<file path="config.mk">
export PLATFORM = sky130hd
export DESIGN_NAME = spim_top
export DESIGN_NICKNAME = d
export VERILOG_FILES = /design/src/rtl/spim_pkg.sv /design/src/rtl/spim_fifo.sv /design/src/rtl/spim_shift.sv /design/src/rtl/spim_top.sv
export SDC_FILE = /design/constraint.sdc
export NUM_CORES = 1
export LEC_CHECK = 0
export ABC_AREA = 1
export BUFFER_PORTS_ARGS = -buffer_cell sky130_fd_sc_hd__buf_2
export CAP_MARGIN = 25
export CORE_ASPECT_RATIO = 0.75
export CORE_MARGIN = 2
export CORE_UTILIZATION = 56
export CTS_CLUSTER_SIZE = 20
export DETAILED_ROUTE_END_ITERATION = 10
export GPL_TIMING_DRIVEN = 0
export MAX_ROUTING_LAYER = met4
export PLACE_DENSITY = 0.74
export SLEW_MARGIN = 30
export SYNTH_ARGS = -nofsm -noshare
export SYNTH_HDL_FRONTEND = slang
export SYNTH_HIERARCHICAL = 1
export SYNTH_SLANG_ARGS = --single-unit
</file>
<file path="constraint.sdc">
create_clock -name clk -period 5.8 [get_ports clk]
set_input_delay 0.29 -clock clk [delete_from_list [all_inputs] [get_ports clk]]
set_output_delay 0.29 -clock clk [all_outputs]
set_load 0.01 [all_outputs]
</file>
<file path="src/rtl/spim_pkg.sv">
package spim_pkg;
  typedef enum logic [1:0] {
    ST_IDLE = 2'd0,
    ST_RUN  = 2'd1,
    ST_GAP  = 2'd2
  } eng_st_e;

  localparam logic [1:0] CSM_AUTO = 2'd0;
  localparam logic [1:0] CSM_HOLD = 2'd2;
  localparam logic [1:0] CSM_OFF  = 2'd3;

  localparam logic [7:0] A_DIV   = 8'h00;
  localparam logic [7:0] A_MODE  = 8'h04;
  localparam logic [7:0] A_CSID  = 8'h10;
  localparam logic [7:0] A_CSDEF = 8'h14;
  localparam logic [7:0] A_CSM   = 8'h18;
  localparam logic [7:0] A_FMT   = 8'h40;
  localparam logic [7:0] A_TXD   = 8'h48;
  localparam logic [7:0] A_RXD   = 8'h4C;
  localparam logic [7:0] A_TXC   = 8'h50;
  localparam logic [7:0] A_RXC   = 8'h54;
  localparam logic [7:0] A_IE    = 8'h70;
  localparam logic [7:0] A_IP    = 8'h74;
endpackage

</file>
<file path="src/rtl/spim_fifo.sv">
module spim_fifo #(
  parameter int W     = 8,
  parameter int DEPTH = 8,
  localparam int AW   = (DEPTH > 1) ? $clog2(DEPTH) : 1,
  localparam int CW   = $clog2(DEPTH + 1)
) (
  input  logic          clk,
  input  logic          rst_n,
  input  logic          push,
  input  logic [W-1:0]  wdata,
  input  logic          pop,
  output logic [W-1:0]  rdata,
  output logic [CW-1:0] count,
  output logic          full,
  output logic          empty
);
  logic [W-1:0]  mem [DEPTH];
  logic [AW-1:0] wp_q, rp_q, wp_d, rp_d;
  logic [CW-1:0] cnt_d;
  logic          do_push, do_pop;

  assign full    = (count == CW'(DEPTH));
  assign empty   = (count == '0);
  assign do_push = push & ~full;
  assign do_pop  = pop & ~empty;
  assign rdata   = mem[rp_q];

  always_comb begin
    wp_d  = wp_q;
    rp_d  = rp_q;
    cnt_d = count;
    if (do_push) wp_d = (wp_q == AW'(DEPTH - 1)) ? '0 : wp_q + AW'(1);
    if (do_pop)  rp_d = (rp_q == AW'(DEPTH - 1)) ? '0 : rp_q + AW'(1);
    if (do_push && !do_pop) cnt_d = count + CW'(1);
    else if (do_pop && !do_push) cnt_d = count - CW'(1);
  end

  always_ff @(posedge clk or negedge rst_n) begin
    if (!rst_n) begin
      wp_q  <= '0;
      rp_q  <= '0;
      count <= '0;
    end else begin
      wp_q  <= wp_d;
      rp_q  <= rp_d;
      count <= cnt_d;
    end
  end

  always_ff @(posedge clk) begin
    if (do_push) mem[wp_q] <= wdata;
  end
endmodule

</file>
<file path="src/rtl/spim_shift.sv">
module spim_shift
  import spim_pkg::*;
#(
  parameter int DIVW = 12,
  parameter int BW   = 8,
  localparam int NBW = $clog2(BW + 1),
  localparam int HW  = NBW + 1
) (
  input  logic            clk,
  input  logic            rst_n,
  input  logic            start,
  input  logic [BW-1:0]   tx_byte,
  input  logic [DIVW-1:0] div,
  input  logic            cpha,
  input  logic            lsb_first,
  input  logic [3:0]      len,
  input  logic            auto_gap,
  input  logic            miso,
  output logic            busy,
  output logic            in_frame,
  output logic            done,
  output logic [BW-1:0]   rx_byte,
  output logic            sck_ph,
  output logic            mosi
);
  eng_st_e         st_q, st_d;
  logic [DIVW-1:0] cnt_q, cnt_d;
  logic [HW-1:0]   half_q, half_d, last_half;
  logic [BW-1:0]   txsr_q, txsr_d, rxsr_q, rxsr_d, rx_shift, rxo_d;
  logic [NBW-1:0]  nb_q, nb_d, nb_sel;
  logic            lsb_q, lsb_d, cpha_q, cpha_d, ph_d, done_d, tick;

  assign nb_sel    = (len == 4'd0 || 32'(len) > BW) ? NBW'(BW) : NBW'(len);
  assign last_half = HW'({nb_q, 1'b0}) - HW'(1);
  assign tick      = (cnt_q == div);
  assign busy      = (st_q != ST_IDLE);
  assign in_frame  = (st_q == ST_RUN);
  assign mosi      = lsb_q ? txsr_q[0] : txsr_q[nb_q - NBW'(1)];
  assign rx_shift  = lsb_q ? ((rxsr_q >> 1) | (BW'(miso) << (nb_q - NBW'(1))))
                           : {rxsr_q[BW-2:0], miso};

  always_comb begin
    st_d = st_q; cnt_d = cnt_q; half_d = half_q; txsr_d = txsr_q; rxsr_d = rxsr_q;
    nb_d = nb_q; lsb_d = lsb_q; cpha_d = cpha_q; ph_d = sck_ph; done_d = 1'b0;
    rxo_d = rx_byte;
    case (st_q)
      ST_IDLE: begin
        cnt_d = '0; half_d = '0; ph_d = 1'b0;
        if (start) begin
          st_d = ST_RUN; txsr_d = tx_byte; rxsr_d = '0;
          nb_d = nb_sel; lsb_d = lsb_first; cpha_d = cpha;
        end
      end
      ST_RUN: begin
        if (tick) begin
          cnt_d = '0;
          ph_d  = ~sck_ph;
          if (half_q[0] == cpha_q) rxsr_d = rx_shift;
          if (half_q[0] != cpha_q && !(cpha_q && half_q == '0))
            txsr_d = lsb_q ? (txsr_q >> 1) : (txsr_q << 1);
          if (half_q == last_half) begin
            done_d = 1'b1;
            rxo_d  = rxsr_d;
            half_d = '0;
            st_d   = auto_gap ? ST_GAP : ST_IDLE;
          end else begin
            half_d = half_q + HW'(1);
          end
        end else begin
          cnt_d = cnt_q + DIVW'(1);
        end
      end
      default: begin
        if (tick) begin
          cnt_d = '0;
          if (half_q[0]) begin st_d = ST_IDLE; half_d = '0; end
          else half_d = HW'(1);
        end else begin
          cnt_d = cnt_q + DIVW'(1);
        end
      end
    endcase
  end

  always_ff @(posedge clk or negedge rst_n) begin
    if (!rst_n) begin
      st_q <= ST_IDLE; cnt_q <= '0; half_q <= '0; txsr_q <= '0; rxsr_q <= '0;
      nb_q <= NBW'(BW); lsb_q <= 1'b0; cpha_q <= 1'b0; sck_ph <= 1'b0;
      done <= 1'b0; rx_byte <= '0;
    end else begin
      st_q <= st_d; cnt_q <= cnt_d; half_q <= half_d; txsr_q <= txsr_d; rxsr_q <= rxsr_d;
      nb_q <= nb_d; lsb_q <= lsb_d; cpha_q <= cpha_d; sck_ph <= ph_d;
      done <= done_d; rx_byte <= rxo_d;
    end
  end
endmodule

</file>
<file path="src/rtl/spim_top.sv">
module spim_top
  import spim_pkg::*;
#(
  parameter int NCS   = 2,
  parameter int DIVW  = 12,
  parameter int DEPTH = 8,
  parameter int WMW   = 16,
  localparam int IDW  = (NCS > 1) ? $clog2(NCS) : 1,
  localparam int CW   = $clog2(DEPTH + 1)
) (
  input  logic           clk,
  input  logic           rst_n,
  input  logic           reg_en,
  input  logic           reg_we,
  input  logic [7:0]     reg_addr,
  input  logic [31:0]    reg_wdata,
  output logic [31:0]    reg_rdata,
  output logic           irq,
  output logic           sck,
  output logic           mosi,
  input  logic           miso,
  output logic [NCS-1:0] cs_n
);
  logic [DIVW-1:0] div_q;
  logic            cpol_q, cpha_q, lsb_q, dir_q, hold_q;
  logic [IDW-1:0]  csid_q;
  logic [NCS-1:0]  csdef_q;
  logic [1:0]      csmode_q, proto_q, ie_q, ip;
  logic [3:0]      len_q;
  logic [WMW-1:0]  txwm_q, rxwm_q;
  logic            wr, tx_push, rx_rd, tx_full, tx_empty, rx_full, rx_empty;
  logic            eng_busy, eng_frame, eng_done, eng_start, sck_ph, cs_act;
  logic [7:0]      tx_dout, rx_dout, eng_rx;
  logic [CW-1:0]   tx_cnt, rx_cnt;
  logic            unused_ok;

  assign unused_ok = &{1'b0, reg_wdata[31:20], rx_full};
  assign wr        = reg_en & reg_we;
  assign tx_push   = wr & (reg_addr == A_TXD);
  assign rx_rd     = reg_en & ~reg_we & (reg_addr == A_RXD);
  assign eng_start = ~eng_busy & ~tx_empty;

  spim_fifo #(.W(8), .DEPTH(DEPTH)) u_txq (
    .clk(clk), .rst_n(rst_n), .push(tx_push), .wdata(reg_wdata[7:0]), .pop(eng_start),
    .rdata(tx_dout), .count(tx_cnt), .full(tx_full), .empty(tx_empty));

  spim_fifo #(.W(8), .DEPTH(DEPTH)) u_rxq (
    .clk(clk), .rst_n(rst_n), .push(eng_done & ~dir_q), .wdata(eng_rx), .pop(rx_rd),
    .rdata(rx_dout), .count(rx_cnt), .full(rx_full), .empty(rx_empty));

  spim_shift #(.DIVW(DIVW), .BW(8)) u_eng (
    .clk(clk), .rst_n(rst_n), .start(eng_start), .tx_byte(tx_dout), .div(div_q),
    .cpha(cpha_q), .lsb_first(lsb_q), .len(len_q), .auto_gap(csmode_q != CSM_HOLD),
    .miso(miso), .busy(eng_busy), .in_frame(eng_frame), .done(eng_done),
    .rx_byte(eng_rx), .sck_ph(sck_ph), .mosi(mosi));

  assign sck    = sck_ph ^ cpol_q;
  assign cs_act = (csmode_q != CSM_OFF) &
                  (eng_frame | ((csmode_q == CSM_HOLD) & hold_q));

  for (genvar i = 0; i < NCS; i++) begin : g_cs
    assign cs_n[i] = (cs_act && csid_q == IDW'(i)) ? ~csdef_q[i] : csdef_q[i];
  end

  assign ip  = {(WMW'(rx_cnt) > rxwm_q), (WMW'(tx_cnt) < txwm_q)};
  assign irq = |(ip & ie_q);

  always_comb begin
    reg_rdata = '0;
    case (reg_addr)
      A_DIV:   reg_rdata = 32'(div_q);
      A_MODE:  reg_rdata = {30'b0, cpha_q, cpol_q};
      A_CSID:  reg_rdata = 32'(csid_q);
      A_CSDEF: reg_rdata = 32'(csdef_q);
      A_CSM:   reg_rdata = {30'b0, csmode_q};
      A_FMT:   reg_rdata = {12'b0, len_q, 12'b0, dir_q, lsb_q, proto_q};
      A_TXD:   reg_rdata = {tx_full, 31'b0};
      A_RXD:   reg_rdata = rx_empty ? 32'h8000_0000 : {24'b0, rx_dout};
      A_TXC:   reg_rdata = 32'(txwm_q);
      A_RXC:   reg_rdata = 32'(rxwm_q);
      A_IE:    reg_rdata = {30'b0, ie_q};
      A_IP:    reg_rdata = {30'b0, ip};
      default: reg_rdata = '0;
    endcase
  end

  always_ff @(posedge clk or negedge rst_n) begin
    if (!rst_n) begin
      div_q <= DIVW'(3); cpol_q <= 1'b0; cpha_q <= 1'b0; csid_q <= '0;
      csdef_q <= '1; csmode_q <= CSM_AUTO; proto_q <= '0; lsb_q <= 1'b0;
      dir_q <= 1'b1; len_q <= 4'd8; txwm_q <= '0; rxwm_q <= '0; ie_q <= '0;
      hold_q <= 1'b0;
    end else begin
      if (wr) begin
        case (reg_addr)
          A_DIV:   div_q <= reg_wdata[DIVW-1:0];
          A_MODE:  {cpha_q, cpol_q} <= reg_wdata[1:0];
          A_CSID:  csid_q <= reg_wdata[IDW-1:0];
          A_CSDEF: csdef_q <= reg_wdata[NCS-1:0];
          A_CSM:   csmode_q <= reg_wdata[1:0];
          A_FMT:   {len_q, dir_q, lsb_q, proto_q} <= {reg_wdata[19:16], reg_wdata[3:0]};
          A_TXC:   txwm_q <= reg_wdata[WMW-1:0];
          A_RXC:   rxwm_q <= reg_wdata[WMW-1:0];
          A_IE:    ie_q <= reg_wdata[1:0];
          default: ;
        endcase
      end
      if (csmode_q != CSM_HOLD) hold_q <= 1'b0;
      else if (eng_start)       hold_q <= 1'b1;
    end
  end
endmodule

</file>
==> impl_metrics.tcl, run 1 <==
set metrics [dict create \
    clock_path_buffers 3 \
    min_path_cells 3 \
    ir_worst_vdd_uv 246 \
    nNetsFinal 1791 \
    die-area_um2 25500 \
    power_density_nw_per_um2 382 \
    insertion_delay_ps 530 \
    hold_viol 0 \
    slew_headroom 0.476 \
    cts_made_buffers 26 \
    worstPathMaxFanout 6 \
    yosysWarnings 6 \
    hpwlAfterDp_mm 24.1 \
    maxCapViolations 0 \
    core-area_um2 23800 \
    drtAntennaViolNets 0 \
    core.rowCount 49 \
    total_leakage_power_nw 7.31 \
    cts_max_level 1 \
    tns_ps 0 \
    routed_via_density 5.31 \
    status "finished, final reports clean" \
    final_util 0.644 \
    drt_iter0_drc 1191 \
    grt_pass1_wl_mm 54.7 \
    cp.arrival_ps 3500 \
    slew_violations 0 \
    crit_type "reg -> reg" \
    rsz0062_at_grt "false" \
    max_freq_mhz 325 \
    gp_congestion 0.912 \
    io_buffers 58 \
    startpoint_type "register" \
    vias 10900 \
    hold_path.class "in -> reg" \
    final_common_cell "nand2_1" \
    gr-total-overflow 0 \
    drc 0 \
    synth_area_um2 13600 \
    tightestPinTransition_ps 782 \
    cts.sinks 261 \
    finalSetupViolCount 0 \
    grt_pass1_vias 10200 \
    power_w 0.00586 \
    cts_setup_buffers 0 \
    finalCritPeriodShare 0.530 \
    antenna_cells 0 \
    synthCells 1617 \
    clock-root-buffer "clkbuf_16" \
    die_y_um 139 \
    wirelength_mm 33.7 \
    antenna_found_initial 1 \
    avgSynthCellArea_um2 8.39 \
    ioPinCount 82 \
    reg2regPathDepth 13 \
    initial_core_util 0.569 \
    period_minus_slack_ps 3070 \
    mostFrequentLayoutCells "nand2_1, nor2_1, inv_1" \
    grt_usage 0.281 \
    clock_skew_ps 9.68 \
    routedWlPerCell_um 16.5 \
    firstDrtPassIters 5 \
    cp.required_ps 6220 \
    grt_max_degree 70 \
    drive_gt1_frac 0.143 \
    area_growth_pct 13.2 \
    die_x_um 184 \
    cts_tree "done" \
    clkSlewWorstSetupHoldPaths_ps 70 \
    end_kind "register" \
]
## power by group
part           total, W  switching (W)  internal (W)
Combinational   0.00170        0.00114      0.000568
Sequential      0.00237       0.000224       0.00214
Clock           0.00179       0.000721       0.00107
Total           0.00586        0.00208       0.00378
## stage by stage
step / instance area, um2 / instances / worst slack (ps) / hold slack, ps
finish: 15400 / 2045 / 2730 / 27.6
global route: 15400 / 2045 / 2540 / 42.7
CTS: 15300 / 2045 / 2810 / 14.6
detailed placement: 14400 / 1992 / 2830 / 269
global placement: 14300 / 1991 / 2580 / 466
floorplan: 13600 / 1627 / 3400 / -5.59
## area by class of cell
cell class | count | area, um2
Timing Repair Buffer | 64 | 378
Multi-Input combinational cell | 1122 | 5360
Buffer | 57 | 417
Sequential cell | 261 | 7180
Inverter | 187 | 718
Tap cell | 306 | 383
Clock inverter | 20 | 233
Clock buffer | 28 | 679
Fill cell | 1981 | 8500
## registers in the layout (all words and copies together) (netlist names), 5 cells and up
name,cells
div_q,12
rxwm_q,16
txwm_q,16
u_eng/cnt_q,12
u_eng/half_q,5
u_eng/rx_byte,8
u_eng/rxsr_q,8
u_eng/txsr_q,8
u_rxq/mem,64
u_txq/mem,64
## worst max-delay path: stages (launching register included)
cell and delay [ps]:
dfrtp_1 450, nor2_1 90, nand3_1 260, inv_1 80, nor2_1 470, nand2_1 340, ha_1 300, inv_1 140
ha_1 280, or2_2 320, nand2_1 70, nand2_1 50, nand3_1 60, nand2_1 50
## final timing paths
path	slack, ps	to	startpoint
max	2730	u_txq/count[3]$_DFFE_PN0P_	u_txq/count[0]$_DFFE_PN0P_
min	30	txwm_q[12]$_DFFE_PN0P_	reg_wdata[12]
max reg2reg	2730	u_txq/count[3]$_DFFE_PN0P_	u_txq/count[0]$_DFFE_PN0P_
min reg2reg	480	txwm_q[9]$_DFFE_PN0P_	txwm_q[9]$_DFFE_PN0P_
max in group asynchronous	4800	div_q[1]$_DFFE_PN1P_	rst_n
min in group asynchronous	270	u_eng/rxsr_q[3]$_DFFE_PN0P_	rst_n
## per-layer routing
metal | global-route usage | wire, um | vias to the layer above
li1 | - | - | 5318
met1 | 0.426 | 15900 | 5113
met2 | 0.409 | 14900 | 386
met3 | 0.0310 | 2130 | 51
met4 | 0.0644 | 782 | 0
met5 | - | 0 | -
## timing repair
action,4_1_cts,5_1_grt
resized for setup,0,0
hold buffers,5,0
hold endpoints to repair,65,0
No activity file was read; power rests on OpenSTA's default activity.
==> inputs of run 2 (changes only) <==
==> constraint.sdc (replaced) <==
create_clock -name clk -period 3 [get_ports clk]
set_input_delay 0.15 -clock clk [delete_from_list [all_inputs] [get_ports clk]]
set_output_delay 0.15 -clock clk [all_outputs]
set_load 0.01 [all_outputs]
==> run 2 against run 1 <==
Combinational power rose by 96%. Critical endpoint unchanged. Critical path depth did not move. Clock-buffer cell count did not move. Routed wire length rose by 1.2%. Cell count rose by 0.73%. Power rose by 94%. Largest power group unchanged.
==> impl_metrics.tcl, run 2 (synthesis results as in run 1) <==
set metrics [dict create \
    status "finished, final reports clean" \
    slew_headroom 0.480 \
    clock_skew_ps 10.2 \
    total_leakage_power_nw 7.37 \
    cts_max_level 1 \
    finalCritPeriodShare 0.938 \
    hpwlAfterDp_mm 24.1 \
    antenna_cells 0 \
    cts.sinks 261 \
    layout_setup_ws_ps 185 \
    drt_iter0_drc 1204 \
    met3_length_mm 2.26 \
    firstDrtPassIters 5 \
    grt_usage 0.282 \
    vias 11000 \
    die-area_um2 25500 \
    cts_tree "done" \
    die_x_um 184 \
    final_common_cell "nand2_1" \
    worstPathMaxFanout 6 \
    drtAntennaViolNets 0 \
    cts_made_buffers 26 \
    core.rowCount 49 \
    finalSetupViolCount 0 \
    clock-root-buffer "clkbuf_16" \
    grt_pass1_wl_mm 55.0 \
    top_layer "met4" \
    share_comb_of_total_power 0.293 \
    initial_core_util 0.569 \
    period_minus_slack_ps 2810 \
    gr-total-overflow 0 \
    startpoint_type "register" \
    cts_setup_buffers 0 \
    p_sw_w 0.00405 \
    rrSetupSlack_ps 190 \
    p_int_w 0.00733 \
    power_density_nw_per_um2 734 \
    power.share.clock 0.305 \
    switching_share 0.356 \
    cp.required_ps 3420 \
    place_ws_ps 32.1 \
    nNetsFinal 1806 \
    max_freq_mhz 355 \
    p_seq_frac 0.402 \
    ir_worst_vdd_uv 507 \
    crit_type "reg -> reg" \
    wl_met2_mm 15.1 \
    hold_path.class "in -> reg" \
    grt_pass1_vias 10300 \
    core-area_um2 23800 \
    area_growth_pct 14.4 \
    tightestPinTransition_ps 776 \
    die_y_um 139 \
    gp_congestion 0.912 \
    final_cells 2060 \
    mostFrequentLayoutCells "nand2_1, nor2_1, inv_1" \
    slew_violations 0 \
    drive_gt1_frac 0.143 \
    end_kind "register" \
    rsz0062_at_grt "false" \
    drc 0 \
    ioPinCount 82 \
    antenna_found_initial 1 \
    hold_viol 0 \
    maxCapViolations 0 \
    placed_cells 1992 \
    io_buffers 58 \
    wirelength_mm 34.1 \
    grt_max_degree 70 \
    routed_via_density 5.34 \
    tns_ps 0 \
    wl_met1_mm 16.0 \
    insertion_delay_ps 530 \
    routedWlPerCell_um 16.6 \
    clkSlewWorstSetupHoldPaths_ps 70 \
    clock_path_buffers 3 \
    reg_top3 "u_rxq/mem (64), u_txq/mem (64)" \
    cp.arrival_ps 3240 \
]
[run 2: cell type report]
type,instances,area (um2)
plain buffers,57,417
clock buffers,28,679
clock inverters,20,233
fillers,1961,8340
inverters,187,718
multi-input cells,1122,5370
flip-flops and latches,261,7180
well taps,306,383
repair buffers,79,528
[run 2: worst max-delay path, stage by stage (launching register included)]
cell     delay, ps
dfrtp_1        450
nor2_1          90
nand3_1        270
inv_1          130
nor2_4         230
nand2_1        250
ha_1           300
inv_1          150
ha_1           280
or2_2          320
nand2_1         70
nand2_1         50
nand3_1         70
nand2_1         50
[run 2: path summary, 6_finish.rpt]
path                                          endpoint  cells past startpoint                        from
setup reg to reg            u_txq/count[3]$_DFFE_PN0P_                     13  u_txq/count[0]$_DFFE_PN0P_
hold reg to reg                  txwm_q[9]$_DFFE_PN0P_                      2       txwm_q[9]$_DFFE_PN0P_
max in group asynchronous         div_q[1]$_DFFE_PN1P_                      3                       rst_n
min in group asynchronous  u_eng/rxsr_q[3]$_DFFE_PN0P_                      2                       rst_n
setup / recovery            u_txq/count[3]$_DFFE_PN0P_                     13  u_txq/count[0]$_DFFE_PN0P_
hold / removal               u_txq/mem[0][4]$_DFFE_PP_                      1                reg_wdata[4]
[run 2: layer usage]
layer,vias up,GRT usage
li1,5347,-
met1,5204,0.427
met2,407,0.414
met3,50,0.0284
met4,0,0.0644
met5,-,-
[run 2: timing repair]
action	4_1_cts	5_1_grt
endpoints found under the hold margin	124	0
hold buffers	20	0
setup endpoints to repair	0	3
resized for setup	0	2
[run 2: through the flow]
step / util / hold slack [ps] / area [um2] / power, W
after floorplan: - / -146 / 13600 / 0.00682
after global placement: 0.598 / 390 / 14300 / 0.00775
after detailed placement: 0.603 / 129 / 14400 / 0.00787
after CTS: 0.650 / 26.2 / 15500 / 0.0114
after global routing: 0.650 / 23.2 / 15500 / 0.0120
final: 0.650 / 44.3 / 15500 / 0.0114
[run 2: power groups by stage]
stage,Combinational [W],Sequential [W],Clock [W]
floorplan,0.00236,0.00446,0
global placement,0.00313,0.00461,0
detailed placement,0.00324,0.00463,0
CTS,0.00328,0.00456,0.00352
global route,0.00376,0.00462,0.00366
finish,0.00333,0.00458,0.00347
==> inputs of run 3 (changes only) <==
--- a/config.mk
+++ b/config.mk
@@ -8,14 +8,14 @@
 export ABC_AREA = 1
 export BUFFER_PORTS_ARGS = -buffer_cell sky130_fd_sc_hd__buf_2
 export CAP_MARGIN = 25
-export CORE_ASPECT_RATIO = 0.75
+export CORE_ASPECT_RATIO = 1.25
 export CORE_MARGIN = 2
-export CORE_UTILIZATION = 56
+export CORE_UTILIZATION = 40
 export CTS_CLUSTER_SIZE = 20
 export DETAILED_ROUTE_END_ITERATION = 10
 export GPL_TIMING_DRIVEN = 0
 export MAX_ROUTING_LAYER = met4
-export PLACE_DENSITY = 0.74
+export SETUP_SLACK_MARGIN = 0.3
 export SLEW_MARGIN = 30
 export SYNTH_ARGS = -nofsm -noshare
 export SYNTH_HDL_FRONTEND = slang
==> run 3 against run 2 <==
Cell count is 5.8% higher. Sequential power fell by 0.9%. Setup slack gained 320 ps. Combinational power decreased by 4%. Core utilization down 18 points. Clock power increased by 4%. Sequential cell count unchanged. Register-to-register slack better by 320 ps. Fmax grew 13%. Critical endpoint unchanged. Largest power group unchanged. Highest routed layer unchanged.
==> impl_metrics.tcl, run 3 (synthesis results as in run 1) <==
set metrics [dict create \
    status "finished, final reports clean" \
    max_stage_delay_ps 450 \
    cts_tree "done" \
    initial_core_util 0.405 \
    reg_top3 "u_rxq/mem (64), u_txq/mem (64)" \
    clock_path_buffers 3 \
    finalSetupViolCount 0 \
    top_layer "met4" \
    power_w 0.0113 \
    insertion_delay_ps 550 \
    worstPathMaxFanout 6 \
    maxCapViolations 0 \
    max_freq_mhz 401 \
    antenna_found_initial 0 \
    wl_met1_mm 14.0 \
    crit_type "reg -> reg" \
    tightestPinTransition_ps 816 \
    cts_max_level 1 \
    slew_headroom 0.453 \
    cp.required_ps 3440 \
    core-area_um2 33500 \
    drtAntennaViolNets 0 \
    cts_setup_buffers 0 \
    ir_worst_vdd_uv 553 \
    cpMostUsedCell "nand2_1" \
    mostFrequentLayoutCells "nand2_1, nor2_1, inv_1" \
    nNetsFinal 1809 \
    ioPinCount 82 \
    area_growth_pct 16.0 \
    crit_chain "nor2_1 > nand3_2 > inv_1 > nor2_2 > nand2_2 > ha_1 > inv_1 > ha_1 > or2_2 > nand2_1 > nand2_1 > nand3_1 > nand2_1" \
    die_x_um 169 \
    final_common_cell "nand2_1" \
    vias 10500 \
    clock_skew_ps 13.0 \
    place_ws_ps -165 \
    critPathSlowestCell "dfrtp_1" \
    cp.arrival_ps 2930 \
    power_density_nw_per_um2 721 \
    layout_setup_ws_ps 509 \
    rsz0062_at_grt "true" \
    grt_usage 0.195 \
    total_leakage_power_nw 7.39 \
    grt_pass1_vias 10100 \
    grt_max_degree 71 \
    antenna_cells 0 \
    hold_viol 0 \
    startpoint_type "register" \
    grt_pass1_wl_mm 53.3 \
    core.rowCount 75 \
    hpwlAfterDp_mm 23.7 \
    placed_cells 2109 \
    routed_via_density 4.80 \
    finalCritPeriodShare 0.830 \
    gr-total-overflow 0 \
    gp_congestion 0.868 \
    wl_met2_mm 16.7 \
    period_minus_slack_ps 2490 \
    clock-root-buffer "clkbuf_16" \
    drive_gt1_frac 0.147 \
    routedWlPerCell_um 15.0 \
    die-area_um2 35400 \
    final_cells 2180 \
    cts_made_buffers 27 \
    met3_length_mm 1.32 \
    die_y_um 210 \
    cts.sinks 261 \
    firstDrtPassIters 4 \
    hold_path.class "in -> reg" \
    end_kind "register" \
    drt_iter0_drc 503 \
    io_buffers 58 \
    wirelength_mm 32.8 \
    clkSlewWorstSetupHoldPaths_ps 60 \
    drc 0 \
    slew_violations 0 \
]
run 3: cell types whose count changed in the layout (fill, tap and decap cells not counted), sizes merged:
cell | before | now
clkinvlp | 1 | 5
clkinv | 17 | 10
clkbuf | 34 | 35
bufinv | 5 | 6
inv | 184 | 186
dlygate4sd3 | 20 | 22
run 3: metrics by stage:
| step | util | cell area [um2] | hold slack, ps | setup TNS (ps) |
|---|---|---|---|---|
| floorplan | - | 13600 | -146 | 0 |
| global placement | 0.430 | 14400 | 395 | -23340 |
| detailed placement | 0.434 | 14500 | 146 | -165 |
| CTS | 0.469 | 15700 | 68.7 | 0 |
| global route | 0.469 | 15700 | 77.4 | 0 |
| finish | 0.469 | 15700 | 87.1 | 0 |
run 3: final cells by class:
| class | count | area, um2 |
|---|---|---|
| inverters | 187 | 718 |
| repair buffers | 81 | 548 |
| multi-input cells | 1122 | 5380 |
| plain buffers | 57 | 418 |
| fillers | 3199 | 17800 |
| well taps | 423 | 529 |
| flip-flops and latches | 261 | 7180 |
| clock inverters | 20 | 270 |
| clock buffers | 29 | 683 |
run 3: power breakdown:
part           switching (W)  total (W)  internal (W)
Sequential          0.000392    0.00454       0.00414
Clock                0.00145    0.00362       0.00217
Combinational        0.00208    0.00319       0.00111
Total                0.00392     0.0113       0.00743
run 3: path summary, 6_finish.rpt:
| kind | depth (start not counted) | slack (ps) | endpoint | from |
|---|---|---|---|---|
| hold / removal | 5 | 90 | u_eng/rxsr_q[0]$_DFFE_PN0P_ | miso |
| setup / recovery | 13 | 510 | u_txq/count[3]$_DFFE_PN0P_ | u_txq/count[1]$_DFFE_PN0P_ |
| min in group asynchronous | 2 | 140 | u_rxq/count[1]$_DFFE_PN0P_ | rst_n |
| setup reg to reg | 13 | 510 | u_txq/count[3]$_DFFE_PN0P_ | u_txq/count[1]$_DFFE_PN0P_ |
| hold reg to reg | 2 | 480 | txwm_q[2]$_DFFE_PN0P_ | txwm_q[2]$_DFFE_PN0P_ |
| max in group asynchronous | 3 | 2060 | len_q[3]$_DFFE_PN1P_ | rst_n |
run 3: what timing repair did:
action	CTS	global route
gates resized for setup	2	4
hold endpoints to repair	146	0
pin swaps	0	0
hold buffers	22	0
endpoints found under the setup margin	1	3
run 3: layer usage:
layer,track usage,vias to the layer above
met5,-,-
met4,0.0544,0
met3,0.0253,51
met2,0.342,204
met1,0.236,4876
li1,-,5339
run 3: critical path, delay by kind of cell, from the launching register on:
kind	cells	cell delay [ps]
simple gates	9	1240
flops	1	450
fa+ha+maj	2	500
buf+inv	2	200
